**src/rtl/ldpc_seq_pkg.sv**
```systemverilog
package ldpc_seq_pkg;
    localparam int COL_W   = 4;
    localparam int SHIFT_W = 6;
    localparam int ENTRY_W = COL_W + SHIFT_W + 1;

    typedef struct packed {
        logic               last;
        logic [SHIFT_W-1:0] shift;
        logic [COL_W-1:0]   col;
    } seq_entry_t;

    typedef enum logic [1:0] {
        S_IDLE,
        S_ISSUE,
        S_DRAIN,
        S_DONE
    } seq_state_t;
endpackage

```
**src/rtl/seq_entry_sel.sv**
```systemverilog
module seq_entry_sel
    import ldpc_seq_pkg::*;
#(
    parameter int SEQ_LEN = 8,
    parameter int PTR_W   = 3
) (
    input  logic [SEQ_LEN*ENTRY_W-1:0] table_i,
    input  logic [PTR_W-1:0]           ptr_i,
    output seq_entry_t                 entry_o
);
    seq_entry_t slots [SEQ_LEN];

    for (genvar g = 0; g < SEQ_LEN; g++) begin : g_unpack
        assign slots[g] = table_i[g*ENTRY_W +: ENTRY_W];
    end

    always_comb begin
        entry_o = '0;
        for (int i = 0; i < SEQ_LEN; i++) begin
            if (ptr_i == PTR_W'(i)) entry_o = slots[i];
        end
    end
endmodule

```
**src/rtl/inflight_board.sv**
```systemverilog
module inflight_board #(
    parameter int DEPTH = 4,
    parameter int CW    = 4
) (
    input  logic          clk,
    input  logic          rst_n,
    input  logic          push_i,
    input  logic [CW-1:0] push_col_i,
    input  logic [CW-1:0] probe_col_i,
    output logic          hit_o,
    output logic          wb_en_o,
    output logic [CW-1:0] wb_col_o,
    output logic          empty_o
);
    logic [DEPTH-1:0] vld_q;
    logic [CW-1:0]    col_q [DEPTH];
    logic [DEPTH-1:0] match;

    always_ff @(posedge clk) begin
        if (!rst_n) begin
            vld_q <= '0;
            for (int k = 0; k < DEPTH; k++) col_q[k] <= '0;
        end else begin
            vld_q[0] <= push_i;
            col_q[0] <= push_col_i;
            for (int k = 1; k < DEPTH; k++) begin
                vld_q[k] <= vld_q[k-1];
                col_q[k] <= col_q[k-1];
            end
        end
    end

    for (genvar g = 0; g < DEPTH; g++) begin : g_cmp
        assign match[g] = vld_q[g] && (col_q[g] == probe_col_i);
    end

    assign hit_o    = |match;
    assign wb_en_o  = vld_q[DEPTH-1];
    assign wb_col_o = col_q[DEPTH-1];
    assign empty_o  = ~|vld_q;
endmodule

```
**src/rtl/pass_counter.sv**
```systemverilog
module pass_counter #(
    parameter int LIMIT = 5,
    parameter int CW    = 3
) (
    input  logic          clk,
    input  logic          rst_n,
    input  logic          clear_i,
    input  logic          bump_i,
    output logic [CW-1:0] count_o,
    output logic          final_o
);
    always_ff @(posedge clk) begin
        if (!rst_n)       count_o <= '0;
        else if (clear_i) count_o <= '0;
        else if (bump_i)  count_o <= count_o + 1'b1;
    end

    assign final_o = (count_o == CW'(LIMIT - 1));
endmodule

```
**src/rtl/ldpc_layer_sequencer.sv**
```systemverilog
module ldpc_layer_sequencer
    import ldpc_seq_pkg::*;
#(
    parameter int SEQ_LEN    = 8,
    parameter int PIPE_DEPTH = 4,
    parameter int MAX_ITER   = 5
) (
    input  logic                                 clk,
    input  logic                                 rst_n,
    input  logic                                 start,
    input  logic                                 early_term,
    input  logic [SEQ_LEN*ENTRY_W-1:0]           seq_table,
    output logic                                 rd_en,
    output logic [COL_W-1:0]                     rd_col,
    output logic [SHIFT_W-1:0]                   rd_shift,
    output logic                                 rd_last,
    output logic                                 wr_en,
    output logic [COL_W-1:0]                     wr_col,
    output logic                                 stall,
    output logic [$clog2(MAX_ITER+1)-1:0]        iter_count,
    output logic                                 done
);
    localparam int PTR_W = (SEQ_LEN > 1) ? $clog2(SEQ_LEN) : 1;
    localparam int IT_W  = $clog2(MAX_ITER + 1);

    seq_state_t       state_q, state_d;
    logic [PTR_W-1:0] ptr_q;
    seq_entry_t       cur;
    logic             hit, pipe_empty, last_pass;
    logic             issue, seq_end, stop_now, launch;

    seq_entry_sel #(.SEQ_LEN(SEQ_LEN), .PTR_W(PTR_W)) u_sel (
        .table_i (seq_table),
        .ptr_i   (ptr_q),
        .entry_o (cur)
    );

    inflight_board #(.DEPTH(PIPE_DEPTH), .CW(COL_W)) u_board (
        .clk         (clk),
        .rst_n       (rst_n),
        .push_i      (issue),
        .push_col_i  (cur.col),
        .probe_col_i (cur.col),
        .hit_o       (hit),
        .wb_en_o     (wr_en),
        .wb_col_o    (wr_col),
        .empty_o     (pipe_empty)
    );

    pass_counter #(.LIMIT(MAX_ITER), .CW(IT_W)) u_pass (
        .clk     (clk),
        .rst_n   (rst_n),
        .clear_i (launch),
        .bump_i  (issue && seq_end),
        .count_o (iter_count),
        .final_o (last_pass)
    );

    assign launch   = (state_q == S_IDLE) && start;
    assign issue    = (state_q == S_ISSUE) && !hit;
    assign seq_end  = (ptr_q == PTR_W'(SEQ_LEN - 1));
    assign stop_now = issue && ((cur.last && early_term) || (seq_end && last_pass));

    // state register and table pointer
    always_ff @(posedge clk) begin
        if (!rst_n) begin
            state_q <= S_IDLE;
            ptr_q   <= '0;
        end else begin
            state_q <= state_d;
            if (launch)     ptr_q <= '0;
            else if (issue) ptr_q <= seq_end ? '0 : ptr_q + 1'b1;
        end
    end

    // next-state decode
    always_comb begin
        state_d = state_q;
        unique case (state_q)
            S_IDLE:  if (start)      state_d = S_ISSUE;
            S_ISSUE: if (stop_now)   state_d = S_DRAIN;
            S_DRAIN: if (pipe_empty) state_d = S_DONE;
            S_DONE:                  state_d = S_IDLE;
            default:                 state_d = S_IDLE;
        endcase
    end

    // outputs
    always_comb begin
        rd_en    = issue;
        rd_col   = issue ? cur.col   : '0;
        rd_shift = issue ? cur.shift : '0;
        rd_last  = issue && cur.last;
        stall    = (state_q == S_ISSUE) && hit;
        done     = (state_q == S_DONE);
    end
endmodule

```
**config.mk**
```make
export PLATFORM = sky130hd
export DESIGN_NAME = ldpc_layer_sequencer
export DESIGN_NICKNAME = d
export VERILOG_FILES = /design/src/rtl/ldpc_seq_pkg.sv /design/src/rtl/seq_entry_sel.sv /design/src/rtl/inflight_board.sv /design/src/rtl/pass_counter.sv /design/src/rtl/ldpc_layer_sequencer.sv
export SDC_FILE = /design/constraint.sdc
export NUM_CORES = 1
export LEC_CHECK = 0
export CORE_ASPECT_RATIO = 1.1
export CORE_MARGIN = 10
export CORE_UTILIZATION = 45
export DETAILED_ROUTE_END_ITERATION = 8
export DONT_BUFFER_PORTS = 1
export GPL_TIMING_DRIVEN = 1
export PLACE_DENSITY = 0.58
export SYNTH_ARGS = -nofsm -noshare
export SYNTH_HDL_FRONTEND = slang
export SYNTH_HIERARCHICAL = 1
export SYNTH_SLANG_ARGS = --single-unit
export TNS_END_PERCENT = 5
```
**constraint.sdc**
```tcl
create_clock -name clk -period 7.26 [get_ports clk]
set_clock_uncertainty 0.2 [all_clocks]
set_input_delay 1.815 -clock clk [delete_from_list [all_inputs] [get_ports clk]]
set_output_delay 1.815 -clock clk [all_outputs]
set_load 0.01 [all_outputs]
```
==> qor.csv, run 1 <==
metric,value,unit
synth-async-reset-ratio,0,
yosys_warnings,6,
topRoutingLayerUsed,met4,
end_kind,output pin,
die_y,97.0,µm
gp_congestion,0.748,
synth_area_leaders,"dfxtp_1, and2_1, mux4_1, mux2i_1, a32o_2",
die_w,90.0,µm
whs_endpoint,u_board/col_q[1][3],
grt_pass1_wl,10.3,mm
post_cts_resized,0,
holdPathStages,1,
period_share,0.848,
met1_length,2.98,mm
synth_edf_count,0,
hold_violations,0,
ys_ff_latch,28,
dr.pass1.iters,4,
tns,0,ns
p_per_area,228,nW/µm²
worst_pin_slew,0.952,ns
crit_required,5.25,ns
synthCells,253,
yosysSeqAreaShare,0.231,
setup_slack,1.11,ns
hpwl,5.23,mm
grt.overflow.total,0,
fmax,0.163,GHz
period_minus_slack,6.15,ns
area_growth,2.53,%
setup-violations-final,0,
worstReg2RegEnd,u_pass/count_o[1],
root_buffer,clkbuf_8,
outcome,completed,
yosysTopAreaCellShare,0.231,
fp.coreArea,5100,µm²
synth_area_per_cell,9.59,µm²
cts_max_level,1,
ff2ff_setup_slack,3.09,ns
r2r_cells,13,
clock_latency,0.28,ns
synth_common_cells,"and2_1, dfxtp_1, mux2i_1",
crit_start,seq_table[56],
ioPinCount,114,
routed_wl,6.73,mm
place_ws,1.12,ns
synth_area,2430,µm²
yosysMostFrequentCell,and2_1,
grt_pass1_vias,1826,
cts_sinks,28,
synthFlopType,dfxtp_1,
grt_usage,0.143,
cts-buffers-inserted,3,
critPathLaunchType,input port,
arrival,4.14,ns
crit_fanout,16,
worstSetupPathType,input port to output pin,
slew_headroom,0.365,
wl_met3,563,µm
holdWs,0.283,ns
clkTransAtPathRegs,0.10,ns
via_per_inst,5.89,
synthesis.nets,353,
ctsHoldBuffers,0,
synth_top_cell_by_area,dfxtp_1,
num_rows,27,
wl_per_cell,21.5,µm
p_leak,0.944,nW
postCtsSetupBuffers,0,
dieArea,8740,µm²
hold_class,flip-flop to flip-flop,
slew_violations,0,
grt_max_degree,50,
ir_worst_vdd,156,µV
timing.rr.start,ptr_q[1],
clk_path_buf_depth,2,
num_antenna_cells,0,
drc,0,
io_buffers,0,
cts_tree,yes,
yosys.cell_types.count,40,
final_nets,342,
postRouteAntennaNets,0,
start_util,0.476,
rsz0062_at_grt,no,
worstHoldStart,u_board/col_q[0][3],
route.met2.wl,3.14,mm
drtIter0Drc,103,
vias,1845,
cap_violations,0,
drive_above_1_share,0.162,
grt_antenna_before_repair,0,
worst max path at each step:
| stage | cells after the start | end | slack (ns) |
|---|---|---|---|
| after floorplan | 12 | rd_col[0] | 1.46 |
| after global placement | 11 | rd_col[2] | 1.15 |
| after detailed placement | 11 | rd_col[2] | 1.12 |
| after CTS | 11 | rd_col[2] | 1.10 |
| after global routing | 11 | rd_col[2] | 0.84 |
| final | 11 | rd_col[2] | 1.11 |
metrics by stage:
step	std cells	util	power, mW	instance area [µm²]
5_1_grt	313	0.488	0.608	2490
2_1_floorplan	253	-	0.413	2430
6_report	313	0.488	0.567	2490
4_1_cts	313	0.488	0.573	2490
3_3_place_gp	309	0.474	0.449	2420
3_5_place_dp	309	0.474	0.450	2420
cell usage in the layout (no fill, tap or decap), types with 4 or more instances in the layout:
| master | instances |
|---|---|
| a2111oi_2 | 7 |
| a21boi_0 | 10 |
| a21oi_1 | 14 |
| a32o_2 | 10 |
| and2_1 | 34 |
| dfxtp_1 | 27 |
| ha_1 | 8 |
| inv_1 | 6 |
| mux2i_1 | 15 |
| mux4_1 | 6 |
| mux4_2 | 4 |
| nand2_1 | 7 |
| nand2b_1 | 13 |
| nand3_1 | 4 |
| nor2_1 | 13 |
| nor3_1 | 5 |
| o21ai_0 | 12 |
| xnor2_1 | 5 |
| xor2_1 | 12 |
power by group:
part / switching, mW / internal, mW / total [mW]
sequential: 0.0210 / 0.171 / 0.192
clock: 0.0490 / 0.0739 / 0.123
combinational: 0.141 / 0.110 / 0.252
layer usage:
layer  vias up  GRT usage
met5         -          0
li1        897          -
met1       863      0.178
met3         4     0.0478
met2        81      0.234
met4         0     0.0292
registers in the layout (all words and copies together) (netlist names):
signal          flops
u_board/vld_q       4
u_board/col_q      16
u_pass/count_o      3
state_q             2
ptr_q               3
kinds of logic after synthesis:
family	after synthesis	share of synthesized area
simple gates	86	0.203
compound gates	63	0.236
flops	28	0.231
mux	26	0.169
buf+inv	25	0.0598
xor+xnor	17	0.0613
fa+ha+maj	8	0.0412
worst max-delay path, stage by stage:
cell and delay (ns):
nand2b_1 0.03, a21boi_0 0.37, o21ai_0 0.14, a21oi_1 0.51, xor2_1 0.23, nor3_1 0.07
nand3_1 0.08, nand4_1 0.11, nand2b_1 0.23, inv_2 0.29, and2_1 0.26
area by class of cell:
| class | instances | area [µm²] |
|---|---|---|
| fillers | 481 | 2610 |
| multi-input cells | 200 | 1720 |
| flip-flops and latches | 28 | 562 |
| well taps | 72 | 90.1 |
| clock buffers | 3 | 41.3 |
| clock inverters | 1 | 30.0 |
| inverters | 7 | 26.3 |
| repair buffers | 2 | 15.0 |
Power figures use the tool's default switching activity.
==> inputs of run 2 (changes only) <==
--- a/config.mk
+++ b/config.mk
@@ -11,7 +11,7 @@
 export DETAILED_ROUTE_END_ITERATION = 8
 export DONT_BUFFER_PORTS = 1
 export GPL_TIMING_DRIVEN = 1
-export PLACE_DENSITY = 0.58
+export PLACE_DENSITY = 0.6
 export SYNTH_ARGS = -nofsm -noshare
 export SYNTH_HDL_FRONTEND = slang
 export SYNTH_HIERARCHICAL = 1
==> constraint.sdc (replaced) <==
create_clock -name clk -period 5.25 [get_ports clk]
set_clock_uncertainty 0.2 [all_clocks]
set_input_delay 1.3125 -clock clk [delete_from_list [all_inputs] [get_ports clk]]
set_output_delay 1.3125 -clock clk [all_outputs]
set_load 0.01 [all_outputs]
==> run 2 against run 1 <==
  * Worst hold slack got worse by 0.00064 ns
  * Die area unchanged
  * Count of clock-buffer cells in the layout unchanged
  * Largest cell class unchanged
  * Cell area increased by 3.2%
  * Wire length increased by 0.21%
  * Sequential cell count unchanged
  * Via count increased by 2.1%
==> qor.csv, run 2 (synthesis results as in run 1) <==
metric,value,unit
worst_pin_slew,0.436,ns
grt_usage,0.146,
postRouteAntennaNets,0,
ioPinCount,114,
pwr-share-comb,0.462,
topRoutingLayerUsed,met4,
worstSetupPathType,input port to output pin,
slew_violations,0,
grt.overflow.total,0,
routed_wl,6.74,mm
fmax,0.202,GHz
multi_input_area,1730,µm²
start_util,0.476,
outcome,completed,
worstReg2RegEnd,u_pass/count_o[2],
slew_headroom,0.707,
vias,1884,
via_per_inst,5.87,
timing.rr.start,ptr_q[0],
power.share.switching,0.366,
cellInternalPower,0.508,mW
post_cts_resized,0,
final_common_cell,and2_1,
num_rows,27,
drc,0,
seq_area,562,µm²
crit_required,3.74,ns
tns,0,ns
ff2ff_setup_slack,1.70,ns
hold_class,flip-flop to flip-flop,
p_per_area,312,nW/µm²
drtIter0Drc,65,
period_share,0.941,
p_leak,0.991,nW
num_antenna_cells,0,
postCtsSetupBuffers,0,
reg_top3,"u_board/col_q (16), u_board/vld_q (4)",
hpwl,5.44,mm
final_nets,350,
dieArea,8740,µm²
critPathLaunchType,input port,
cts_tree,yes,
cts_max_level,1,
arrival,3.43,ns
grt_pass1_wl,10.6,mm
rsz0062_at_grt,no,
dr.pass1.iters,4,
io_buffers,0,
clock_latency,0.28,ns
area_growth,5.82,%
cap_violations,0,
ctsHoldBuffers,0,
clk_path_buf_depth,2,
clkPwrFrac,0.210,
gp_congestion,0.721,
period_minus_slack,4.94,ns
power,0.801,mW
p_seq_frac,0.328,
r2r_cells,13,
grt_max_degree,38,
cts_sinks,28,
clkTransAtPathRegs,0.09,ns
regMostFlops,u_board/col_q,
cts-buffers-inserted,3,
route.met2.wl,3.31,mm
fp.coreArea,5100,µm²
switchingPower,0.293,mW
die_y,97.0,µm
ir_worst_vdd,201,µV
end_kind,output pin,
wl_per_cell,21.0,µm
met1_length,2.77,mm
whs_endpoint,u_board/col_q[3][0],
largest_reg_flops,16,
drive_above_1_share,0.197,
grt_pass1_vias,1949,
holdPathStages,1,
die_w,90.0,µm
hold_violations,0,
fillCellCount,484,
grt_antenna_before_repair,0,
final_cell_mix,"and2_1, dfxtp_1, mux2i_1",
crit_fanout,16,
root_buffer,clkbuf_8,
wl_met3,562,µm
setup-violations-final,0,
worstHoldStart,u_board/col_q[2][0],
run 2: layout make-up:
| cell class | instances | area share |
|---|---|---|
| clock buffer | 3 | 0.0161 |
| multi-input combinational | 200 | 0.674 |
| inverter | 7 | 0.0102 |
| clock inverter | 1 | 0.0117 |
| sequential | 28 | 0.219 |
| tap | 72 | 0.0351 |
| timing repair buffer | 10 | 0.0341 |
run 2: per-stage QoR:
stage | cell area, µm² | hold WS (ns) | setup WS (ns) | instances | utilization
6_report | 2570 | 0.282 | 0.310 | 321 | 0.504
5_1_grt | 2570 | 0.296 | 0.0275 | 321 | 0.504
4_1_cts | 2560 | 0.287 | 0.133 | 321 | 0.502
3_5_place_dp | 2490 | 0.264 | 0.172 | 317 | 0.488
3_3_place_gp | 2490 | 0.255 | 0.217 | 317 | 0.488
2_1_floorplan | 2430 | 0.250 | 0.455 | 253 | -
run 2: worst max-delay path, stage by stage:
cell      delay [ns]
nand2b_1        0.04
a21boi_0        0.38
o21ai_0         0.14
a21oi_1         0.16
buf_4           0.18
xor2_1          0.17
nor3_1          0.08
nand3_1         0.08
nand4_1         0.13
nand2b_1        0.24
inv_2           0.27
and2_1          0.25
run 2: power groups by stage:
| stage | registers, mW | clock network, mW | logic [mW] |
|---|---|---|---|
| floorplan | 0.257 | 0 | 0.314 |
| global placement | 0.267 | 0 | 0.370 |
| detailed placement | 0.268 | 0 | 0.372 |
| CTS | 0.263 | 0.174 | 0.374 |
| global route | 0.267 | 0.181 | 0.413 |
| finish | 0.263 | 0.168 | 0.370 |
run 2: worst max-delay path by stage:
| stage | end | from |
|---|---|---|
| finish | rd_shift[4] | seq_table[56] |
| global route | rd_col[2] | seq_table[56] |
| CTS | rd_col[3] | seq_table[57] |
| detailed placement | rd_col[3] | seq_table[57] |
| global placement | rd_col[3] | seq_table[57] |
| floorplan | rd_col[0] | seq_table[56] |
run 2: routing by layer:
layer / global-route usage / vias to the layer above
met3: 0.0470 / 8
met4: 0.0487 / 0
met5: 0 / -
met2: 0.246 / 87
met1: 0.170 / 873
li1: - / 916
